File: src/rtl/bitpe_pkg.sv
package bitpe_pkg;

   typedef enum logic [2:0] {
      OPND_MEM   = 3'd0,
      OPND_Q     = 3'd1,
      OPND_A     = 3'd2,
      OPND_NBR   = 3'd3,
      OPND_BCAST = 3'd4
   } opnd_e;

   typedef enum logic [1:0] {
      DIR_NORTH = 2'd0,
      DIR_EAST  = 2'd1,
      DIR_SOUTH = 2'd2,
      DIR_WEST  = 2'd3
   } dir_e;

   typedef enum logic [1:0] {
      QC_HOLD = 2'd0,
      QC_SUM  = 2'd1,
      QC_OPND = 2'd2,
      QC_CLR  = 2'd3
   } q_ctl_e;

   typedef enum logic [1:0] {
      CC_HOLD  = 2'd0,
      CC_CARRY = 2'd1,
      CC_CLR   = 2'd2,
      CC_SET   = 2'd3
   } c_ctl_e;

   typedef enum logic [1:0] {
      AC_HOLD = 2'd0,
      AC_OPND = 2'd1,
      AC_SET  = 2'd2,
      AC_CLR  = 2'd3
   } a_ctl_e;

   typedef enum logic [1:0] {
      OBS_Q   = 2'd0,
      OBS_C   = 2'd1,
      OBS_A   = 2'd2,
      OBS_MEM = 2'd3
   } obs_e;

endpackage

File: src/rtl/bitpe_fadd.sv
module bitpe_fadd (
   input  logic a_i,
   input  logic b_i,
   input  logic c_i,
   output logic sum_o,
   output logic cy_o
);
   always_comb begin
      sum_o = a_i ^ b_i ^ c_i;
      cy_o  = (a_i & b_i) | (a_i & c_i) | (b_i & c_i);
   end
endmodule

File: src/rtl/bitpe_cell.sv
module bitpe_cell
   import bitpe_pkg::*;
#(
   parameter int DEPTH = 16,
   localparam int AW = $clog2(DEPTH)
) (
   input  logic          clk,
   input  logic          rst_n,
   input  logic          op_valid,
   input  logic [2:0]    opnd_sel,
   input  logic          bcast_bit,
   input  logic          nbr_carry,
   input  logic [AW-1:0] mem_addr,
   input  logic [1:0]    q_ctl,
   input  logic [1:0]    c_ctl,
   input  logic [1:0]    a_ctl,
   input  logic          wr_en,
   input  logic          wr_src,
   input  logic          io_wr_en,
   input  logic          io_bit,
   input  logic [1:0]    obs_sel,
   output logic          q_o,
   output logic          c_o,
   output logic          a_o,
   output logic          rd_o,
   output logic          obs_o
);
   logic [DEPTH-1:0] mem_q;
   logic             q_q, c_q, a_q;
   logic             opnd, sum, cy, wr_bit;

   assign rd_o = mem_q[mem_addr];

   always_comb begin
      case (opnd_e'(opnd_sel))
         OPND_MEM:   opnd = rd_o;
         OPND_Q:     opnd = q_q;
         OPND_A:     opnd = a_q;
         OPND_NBR:   opnd = nbr_carry;
         OPND_BCAST: opnd = bcast_bit;
         default:    opnd = 1'b0;
      endcase
   end

   bitpe_fadd u_fadd (
      .a_i   (q_q),
      .b_i   (c_q),
      .c_i   (opnd),
      .sum_o (sum),
      .cy_o  (cy)
   );

   assign wr_bit = wr_src ? opnd : sum;

   always_ff @(posedge clk) begin
      if (!rst_n) begin
         q_q   <= 1'b0;
         c_q   <= 1'b0;
         a_q   <= 1'b1;
         mem_q <= '0;
      end else begin
         if (op_valid) begin
            case (q_ctl_e'(q_ctl))
               QC_SUM:  q_q <= sum;
               QC_OPND: q_q <= opnd;
               QC_CLR:  q_q <= 1'b0;
               default: q_q <= q_q;
            endcase
            case (c_ctl_e'(c_ctl))
               CC_CARRY: c_q <= cy;
               CC_CLR:   c_q <= 1'b0;
               CC_SET:   c_q <= 1'b1;
               default:  c_q <= c_q;
            endcase
            case (a_ctl_e'(a_ctl))
               AC_OPND: a_q <= opnd;
               AC_SET:  a_q <= 1'b1;
               AC_CLR:  a_q <= 1'b0;
               default: a_q <= a_q;
            endcase
         end
         if (io_wr_en)
            mem_q[mem_addr] <= io_bit;
         else if (op_valid && wr_en && a_q)
            mem_q[mem_addr] <= wr_bit;
      end
   end

   always_comb begin
      case (obs_e'(obs_sel))
         OBS_Q:   obs_o = q_q;
         OBS_C:   obs_o = c_q;
         OBS_A:   obs_o = a_q;
         default: obs_o = rd_o;
      endcase
   end

   assign q_o = q_q;
   assign c_o = c_q;
   assign a_o = a_q;
endmodule

File: src/rtl/bitpe_plane_or.sv
module bitpe_plane_or #(
   parameter int ROWS = 4,
   parameter int COLS = 4,
   localparam int N = ROWS * COLS
) (
   input  logic [N-1:0]    plane,
   output logic [ROWS-1:0] row_or,
   output logic [COLS-1:0] col_or
);
   for (genvar r = 0; r < ROWS; r++) begin : g_row
      assign row_or[r] = |plane[r*COLS +: COLS];
   end

   for (genvar c = 0; c < COLS; c++) begin : g_col
      logic [ROWS-1:0] col_bits;
      for (genvar r = 0; r < ROWS; r++) begin : g_pick
         assign col_bits[r] = plane[r*COLS + c];
      end
      assign col_or[c] = |col_bits;
   end
endmodule

File: src/rtl/bitpe_grid.sv
module bitpe_grid
   import bitpe_pkg::*;
#(
   parameter int ROWS  = 4,
   parameter int COLS  = 4,
   parameter int DEPTH = 16,
   localparam int AW = $clog2(DEPTH),
   localparam int N  = ROWS * COLS
) (
   input  logic            clk,
   input  logic            rst_n,
   input  logic            op_valid,
   input  logic [2:0]      opnd_sel,
   input  logic [1:0]      nbr_dir,
   input  logic            bcast_bit,
   input  logic [AW-1:0]   mem_addr,
   input  logic [1:0]      q_ctl,
   input  logic [1:0]      c_ctl,
   input  logic [1:0]      a_ctl,
   input  logic            wr_en,
   input  logic            wr_src,
   input  logic            io_wr_en,
   input  logic [N-1:0]    io_wr_data,
   input  logic [1:0]      obs_sel,
   output logic [N-1:0]    rd_plane,
   output logic [N-1:0]    q_plane,
   output logic [N-1:0]    c_plane,
   output logic [N-1:0]    a_plane,
   output logic [ROWS-1:0] row_or,
   output logic [COLS-1:0] col_or
);
   if (ROWS < 2 || COLS < 2) begin : g_bad_dims
      $error("bitpe_grid: ROWS and COLS must both be at least 2");
   end
   if (DEPTH < 2 || (1 << AW) != DEPTH) begin : g_bad_depth
      $error("bitpe_grid: DEPTH must be a power of two, at least 2");
   end

   logic [N-1:0] nbr_c;
   logic [N-1:0] obs_plane;

   for (genvar r = 0; r < ROWS; r++) begin : g_r
      for (genvar c = 0; c < COLS; c++) begin : g_c
         localparam int IDX = r*COLS + c;
         localparam int NI  = ((r + ROWS - 1) % ROWS)*COLS + c;
         localparam int EI  = r*COLS + (c + 1) % COLS;
         localparam int SI  = ((r + 1) % ROWS)*COLS + c;
         localparam int WI  = r*COLS + (c + COLS - 1) % COLS;

         always_comb begin
            case (dir_e'(nbr_dir))
               DIR_NORTH: nbr_c[IDX] = c_plane[NI];
               DIR_EAST:  nbr_c[IDX] = c_plane[EI];
               DIR_SOUTH: nbr_c[IDX] = c_plane[SI];
               default:   nbr_c[IDX] = c_plane[WI];
            endcase
         end

         bitpe_cell #(.DEPTH(DEPTH)) u_cell (
            .clk       (clk),
            .rst_n     (rst_n),
            .op_valid  (op_valid),
            .opnd_sel  (opnd_sel),
            .bcast_bit (bcast_bit),
            .nbr_carry (nbr_c[IDX]),
            .mem_addr  (mem_addr),
            .q_ctl     (q_ctl),
            .c_ctl     (c_ctl),
            .a_ctl     (a_ctl),
            .wr_en     (wr_en),
            .wr_src    (wr_src),
            .io_wr_en  (io_wr_en),
            .io_bit    (io_wr_data[IDX]),
            .obs_sel   (obs_sel),
            .q_o       (q_plane[IDX]),
            .c_o       (c_plane[IDX]),
            .a_o       (a_plane[IDX]),
            .rd_o      (rd_plane[IDX]),
            .obs_o     (obs_plane[IDX])
         );
      end
   end

   bitpe_plane_or #(.ROWS(ROWS), .COLS(COLS)) u_or (
      .plane  (obs_plane),
      .row_or (row_or),
      .col_or (col_or)
   );
endmodule

File: config.mk
export PLATFORM = sky130hd
export DESIGN_NAME = bitpe_grid
export DESIGN_NICKNAME = d
export VERILOG_FILES = /design/src/rtl/bitpe_pkg.sv /design/src/rtl/bitpe_fadd.sv /design/src/rtl/bitpe_cell.sv /design/src/rtl/bitpe_plane_or.sv /design/src/rtl/bitpe_grid.sv
export SDC_FILE = /design/constraint.sdc
export NUM_CORES = 1
export LEC_CHECK = 0
export ABC_CLOCK_PERIOD_IN_PS = 5600
export CAP_MARGIN = 20
export CORE_ASPECT_RATIO = 0.6
export CORE_UTILIZATION = 70
export DETAILED_ROUTE_END_ITERATION = 8
export DONT_BUFFER_PORTS = 1
export PLACE_DENSITY = 0.84
export SYNTH_ARGS = -nofsm -noshare
export SYNTH_HDL_FRONTEND = slang
export SYNTH_HIERARCHICAL = 1
export SYNTH_SLANG_ARGS = --single-unit
File: constraint.sdc
create_clock -name clk -period 5.6 [get_ports clk]
set_clock_uncertainty 0.05 [all_clocks]
set_input_delay 0.28 -clock clk [delete_from_list [all_inputs] [get_ports clk]]
set_output_delay 0.28 -clock clk [all_outputs]
set_load 0.02 [all_outputs]
==> metrics.cfg, run 1 <==
[logic_synthesis]
async_flop_share = 0
ys_seq_area_frac = 0.325
synth_seq_cells = 304
synth_edf_count = 0
yosys_warnings = 6
syn-instance-count = 2044
synth-main-ff-cell = dfxtp_1
synth_cell_types = 35
avgSynthCellArea_sq_um = 9.15
synth_area_sq_um = 18700
synth_fp_nets = 2100

[setup_path]
crit_type = flop to flop
slowest_stage = mux4_1
endpoint = g_r[1].g_c[2].u_cell/c_o
crit_chain = mux4_1, mux2_2, a221oi_1, nand3_2, nand2_1, inv_1, fa_1, o211ai_1, dlygate4sd3_1, a21oi_1, dlygate4sd3_1
cp-start-kind = flop
worst-endpoint-required_ps = 6020
slowest_delay_ps = 650
r2r_cells = 11
rr_startpoint = g_r[1].g_c[3].u_cell/c_o
timing.rr.end = g_r[1].g_c[2].u_cell/c_o
crit_top_cell = dlygate4sd3_1
cp-end-kind = flop
cp_data_arrival_time_ps = 4620
worstPathMaxFanout = 8
startpoint = g_r[1].g_c[3].u_cell/c_o
rrSetupSlack_ps = 1390

[drt]
routed.top_layer = met4
drtIter0Drc = 2145
drc = 0
wl_met3_mm = 7.13
dr_wl_met2_mm = 23.5
first_pass_iters = 8
routed_wl_mm = 55.2
wl_per_cell_um = 23.3
wl_met1_mm = 21.8
vias = 16900
via_per_inst = 7.14
drtAntennaViolNets = 0

[status]
status = completed

[cells_and_area]
fin_nets = 2054
fin_cells = 2372
area_growth_pct = 5.08
drive_gt1_frac = 0.191
num_antenna_cells = 0
fin_util = 0.764

[floorplan]
io_pins = 112
dieArea_sq_um = 27400
die_x_um = 213
start_util = 0.727
fp.dieH_um = 129
rows = 45
core_area_sq_um = 25700

[clock_network]
clk_pin_slew_ps = 70
cts_buffers = 29
post_cts_buffers = 0
root_buffer = clkbuf_16
htreeDepth = 1
cts.sinks = 304
cts_buffer_depth = 3
ctsHoldBuffers = 23
insertion_delay_ps = 580
postCtsResizedCells = 0
cts_tree = built

[sta]
finalSetupViolCount = 0
tns_ps = 0
fin_crit_sh = 0.751
hold_viol_final = 0
slew_violations = 0
slew_headroom = 0.269
clock.fmax_mhz = 238
worstMarginPinSlew_ps = 1100
min_period_ps = 4210
rsz0062_at_grt = false
setup_ws_ps = 1390

[place]
preCtsSetupSlack_ps = 1660
dp_cells = 2296
gp_congestion = 0.864
portBuffers = 0
dp_hpwl_mm = 31.9

[grt]
grt_use_total = 0.403
grt_pass1_vias = 16100
overflow = 0
grt_max_degree = 257
antenna_found_initial = 0
grt_pass1_wl_mm = 87.3

[power_and_ir_drop]
p_total_mw = 5.15
vdd_drop_max_mv = 0.220
power_leakage_nw = 6.92
powerDensity_nw_per_um2 = 262

[hold_path]
hold-path-cell-count = 3
hp-class = input port to flop

[flow_run]
maxCapViolCount = 0

## where the power goes
part	internal, mW	total, mW	switching (mW)	leakage [nW]
logic	0.307	0.787	0.480	3.96
clock network	1.13	2.03	0.900	0.492
registers	2.23	2.33	0.0988	2.47
## worst max-delay path, delay by kind of cell (launching register included)
| family | cells | cell delay (ps) |
|---|---|---|
| muxes | 2 | 950 |
| DFF | 1 | 500 |
| adders and majority gates | 1 | 360 |
| buffers and inverters | 3 | 1270 |
| AOI/OAI and AO/OA | 3 | 660 |
| and+or+nand+nor | 2 | 310 |
## synth_stat cells, types with 18 or more instances
library cell  instances  area [sq um]
a211oi_1             32           240
a21oi_1             128           641
a21oi_2             128          1120
a22oi_2              32           400
buf_2                18          90.1
clkbuf_1             48           180
dfxtp_1             304          6090
inv_1                64           240
mux4_2               84          1890
nand2_1             112           420
nand2b_1             64           400
nand3_1              32           160
nand3b_1             48           360
nor2_1              256           961
nor2b_1              80           500
nor3_1               64           320
o21ai_0             272          1360
## per-stage QoR
step,area (sq um),hold WS [ps]
global route,19700,24.2
floorplan,18700,331
detailed placement,18300,340
global placement,18300,342
CTS,19700,2.05
finish,19700,9.89
## routing by layer
| metal | vias up | track usage |
|---|---|---|
| li1 | 7502 | - |
| met1 | 7998 | 0.553 |
| met2 | 1178 | 0.598 |
| met3 | 248 | 0.104 |
| met4 | 0 | 0.188 |
| met5 | - | 0 |
## registers in the layout, summed over array words and instances (netlist names)
signal,cells
g_r.g_c.u_cell/a_o,16
g_r.g_c.u_cell/c_o,16
g_r.g_c.u_cell/mem_q,256
g_r.g_c.u_cell/q_o,16
## how the worst min path moves through the flow
| stage | from | end | slack (ps) |
|---|---|---|---|
| 2_1_floorplan | q_ctl[0] | g_r[0].g_c[0].u_cell/q_o | 330 |
| 3_3_place_gp | q_ctl[0] | g_r[0].g_c[2].u_cell/q_o | 340 |
| 3_5_place_dp | q_ctl[0] | g_r[1].g_c[2].u_cell/q_o | 340 |
| 4_1_cts | mem_addr[3] | g_r[2].g_c[1].u_cell/mem_q[12] | 2 |
| 5_1_grt | op_valid | g_r[1].g_c[1].u_cell/q_o | 20 |
| 6_report | mem_addr[3] | g_r[3].g_c[1].u_cell/mem_q[13] | 10 |
## cell usage in the layout (no fill, tap or decap), types with 15 or more instances in the layout
cell / count
dfxtp_1: 304
o21ai_0: 272
nor2_1: 256
a21oi_1: 128
a21oi_2: 128
nand2_1: 112
mux4_2: 84
nor2b_1: 80
inv_1: 64
nand2b_1: 64
nor3_1: 64
nand3b_1: 48
a22oi_2: 32
nand3_1: 32
a211oi_1: 32
clkbuf_16: 29
and2_1: 16
mux2_2: 16
a221oi_1: 16
nand3_2: 16
a31o_2: 16
or3b_2: 16
a41oi_4: 16
a221o_1: 16
o41ai_1: 16
o211ai_1: 16
o21a_1: 16
a21o_1: 16
o311ai_0: 16
fa_1: 16
dlygate4sd3_1: 15
## cell families after synthesis
logic type	count (synthesis)	share of synthesized area
AOI/OAI and AO/OA	736	0.283
and+or+nand+nor	712	0.192
DFF	304	0.325
buffers and inverters	164	0.0557
muxes	112	0.128
adders and majority gates	16	0.0171
## cell type report
cell class                 count  area, sq um
clock buffer                  36          822
clock inverter                17          149
fill                        1813         6080
inverter                      64          240
multi-input combinational   1576        11600
sequential                   304         6090
tap                          352          440
timing repair buffer          23          340
Note: power is estimated with default switching activity, not from simulation.
==> run 2: changes to the inputs <==
--- a/config.mk
+++ b/config.mk
@@ -5,13 +5,13 @@
 export SDC_FILE = /design/constraint.sdc
 export NUM_CORES = 1
 export LEC_CHECK = 0
-export ABC_CLOCK_PERIOD_IN_PS = 5600
+export ABC_CLOCK_PERIOD_IN_PS = 3790
 export CAP_MARGIN = 20
 export CORE_ASPECT_RATIO = 0.6
-export CORE_UTILIZATION = 70
+export CORE_UTILIZATION = 59
 export DETAILED_ROUTE_END_ITERATION = 8
 export DONT_BUFFER_PORTS = 1
-export PLACE_DENSITY = 0.84
+export PLACE_DENSITY = 0.76
 export SYNTH_ARGS = -nofsm -noshare
 export SYNTH_HDL_FRONTEND = slang
 export SYNTH_HIERARCHICAL = 1
==> constraint.sdc (replaced) <==
create_clock -name clk -period 3.79 [get_ports clk]
set_clock_uncertainty 0.05 [all_clocks]
set_input_delay 0.1895 -clock clk [delete_from_list [all_inputs] [get_ports clk]]
set_output_delay 0.1895 -clock clk [all_outputs]
set_load 0.02 [all_outputs]
==> run 2 against run 1 <==
- first-iteration DRC count grew 7.3%
- cell count grew 5.9%
- sequential cell count is the same
- combinational power grew 72%
- final area grew 4.3%
- register-to-register slack lost 1300 ps
- non-clock buffer count grew 73
- critical path type unchanged
- largest power group unchanged
==> metrics.cfg, run 2 (synthesis gave the netlist of run 1 again) <==
[grt]
grt_use_total = 0.362
grt_pass1_vias = 16100
overflow = 0
antenna_found_initial = 4
grt_pass1_wl_mm = 92.4
grt_max_degree = 257

[power_and_ir_drop]
p_switching_mw = 2.23
comb_power_share = 0.173
p_int_mw = 5.57
p_sw_frac = 0.286
power_leakage_nw = 7.29
powerDensity_nw_per_um2 = 381
pwr-share-seq = 0.438
p_total_mw = 7.81
vdd_drop_max_mv = 0.384
pwr-share-clk = 0.389

[clock_network]
cts_buffer_depth = 3
cts.sinks = 304
clk_pin_slew_ps = 60
cts_buffers = 30
root_buffer = clkbuf_16
insertion_delay_ps = 590
cts_tree = built
htreeDepth = 1

[setup_path]
cp-start-kind = flop
worst-endpoint-required_ps = 4220
slowest_stage = dlygate4sd3_1
cp_data_arrival_time_ps = 4110
cp-end-kind = flop
r2r_cells = 11
worstPathMaxFanout = 5
slowest_delay_ps = 580
crit_chain = mux4_2, mux2_2, a221oi_2, nand3_2, nand2_4, inv_1, fa_1, o211ai_1, dlygate4sd3_1, a21oi_1, dlygate4sd3_1
crit_top_cell = dlygate4sd3_1
crit_type = flop to flop

[cells_and_area]
mostFrequentLayoutCells = dfxtp_1 (303), o21ai_0 (272), nor2_1 (256)
top_register = g_r.g_c.u_cell/mem_q
register_area_sq_um = 6090
area_growth_pct = 9.60
drive_gt1_frac = 0.206
final_common_cell = dfxtp_1
n_fill_cell = 2453
largest_register_ffs = 256
multi_input_area_sq_um = 11600
fin_cells = 2511
fin_nets = 2128

[floorplan]
io_pins = 112
start_util = 0.600
die_x_um = 232
core_area_sq_um = 31200
dieArea_sq_um = 32400
rows = 50
fp.dieH_um = 140

[drt]
wl_per_cell_um = 23.5
first_pass_iters = 7
drc = 0
routed_wl_mm = 59.1
dr_wl_met2_mm = 25.0
wl_met3_mm = 7.30
routed.top_layer = met5
wl_met1_mm = 24.0
drtAntennaViolNets = 0
via_per_inst = 6.81
drtIter0Drc = 2302
vias = 17100

[sta]
clock.fmax_mhz = 271
worstMarginPinSlew_ps = 986
setup_ws_ps = 106
min_period_ps = 3680
hold_viol_final = 0
fin_crit_sh = 0.972
finalSetupViolCount = 0
slew_headroom = 0.343
slew_violations = 0

[place]
dp_cells = 2391
gp_congestion = 0.861
dp_hpwl_mm = 32.5
portBuffers = 0
preCtsSetupSlack_ps = 182

[status]
status = completed

[hold_path]
hold-path-cell-count = 3
hp-class = input port to flop

[flow_run]
maxCapViolCount = 0

-- run 2: critical path: cells and delay by family, from the launching register on --
family	cells	cell delay (ps)
simple gates	2	290
compound gates	3	510
flops	1	340
mux	2	810
fa+ha+maj	1	360
buf+inv	3	1200
-- run 2: final timing paths --
check,from,end,slack (ps)
max,g_r[2].g_c[0].u_cell/c_o,g_r[2].g_c[1].u_cell/c_o,110
min,a_ctl[0],g_r[2].g_c[2].u_cell/a_o,20
max reg2reg,g_r[2].g_c[0].u_cell/c_o,g_r[2].g_c[1].u_cell/c_o,110
min reg2reg,g_r[1].g_c[2].u_cell/mem_q[6],g_r[1].g_c[2].u_cell/mem_q[6],450
-- run 2: repair_timing --
item	in CTS	in global routing
setup buffers	0	9
hold buffers	54	1
gates resized for setup	0	8
setup endpoints to repair	0	25
hold endpoints to repair	304	19
-- run 2: metal layers --
layer,up-vias,track usage
met5,-,0
met4,2,0.167
met3,227,0.0965
met2,1108,0.522
met1,8111,0.506
li1,7657,-
-- run 2: power groups by stage --
stage | registers, mW | clock network (mW) | logic, mW
6_report | 3.42 | 3.04 | 1.35
5_1_grt | 3.42 | 3.21 | 1.44
4_1_cts | 3.41 | 3.07 | 1.28
3_5_place_dp | 3.48 | 0 | 1.04
3_3_place_gp | 3.48 | 0 | 1.01
2_1_floorplan | 3.46 | 0 | 1.01
-- run 2: layout make-up --
cell class	instances	share of cell area
Antenna cell	5	0.000610
Multi-Input combinational cell	1576	0.566
Clock buffer	41	0.0431
Clock inverter	9	0.00464
Sequential cell	304	0.297
Timing Repair Buffer	96	0.0520
Inverter	64	0.0117
Tap cell	416	0.0254
-- run 2: through the flow --
stage           util  hold slack, ps  instance area [sq um]  TNS (ps)
2_1_floorplan      -             241                  18700         0
3_3_place_gp   0.599             254                  18700         0
3_5_place_dp   0.599             259                  18700         0
4_1_cts        0.653           0.775                  20300         0
5_1_grt        0.658            11.4                  20500     -19.1
6_report       0.658            18.3                  20500         0
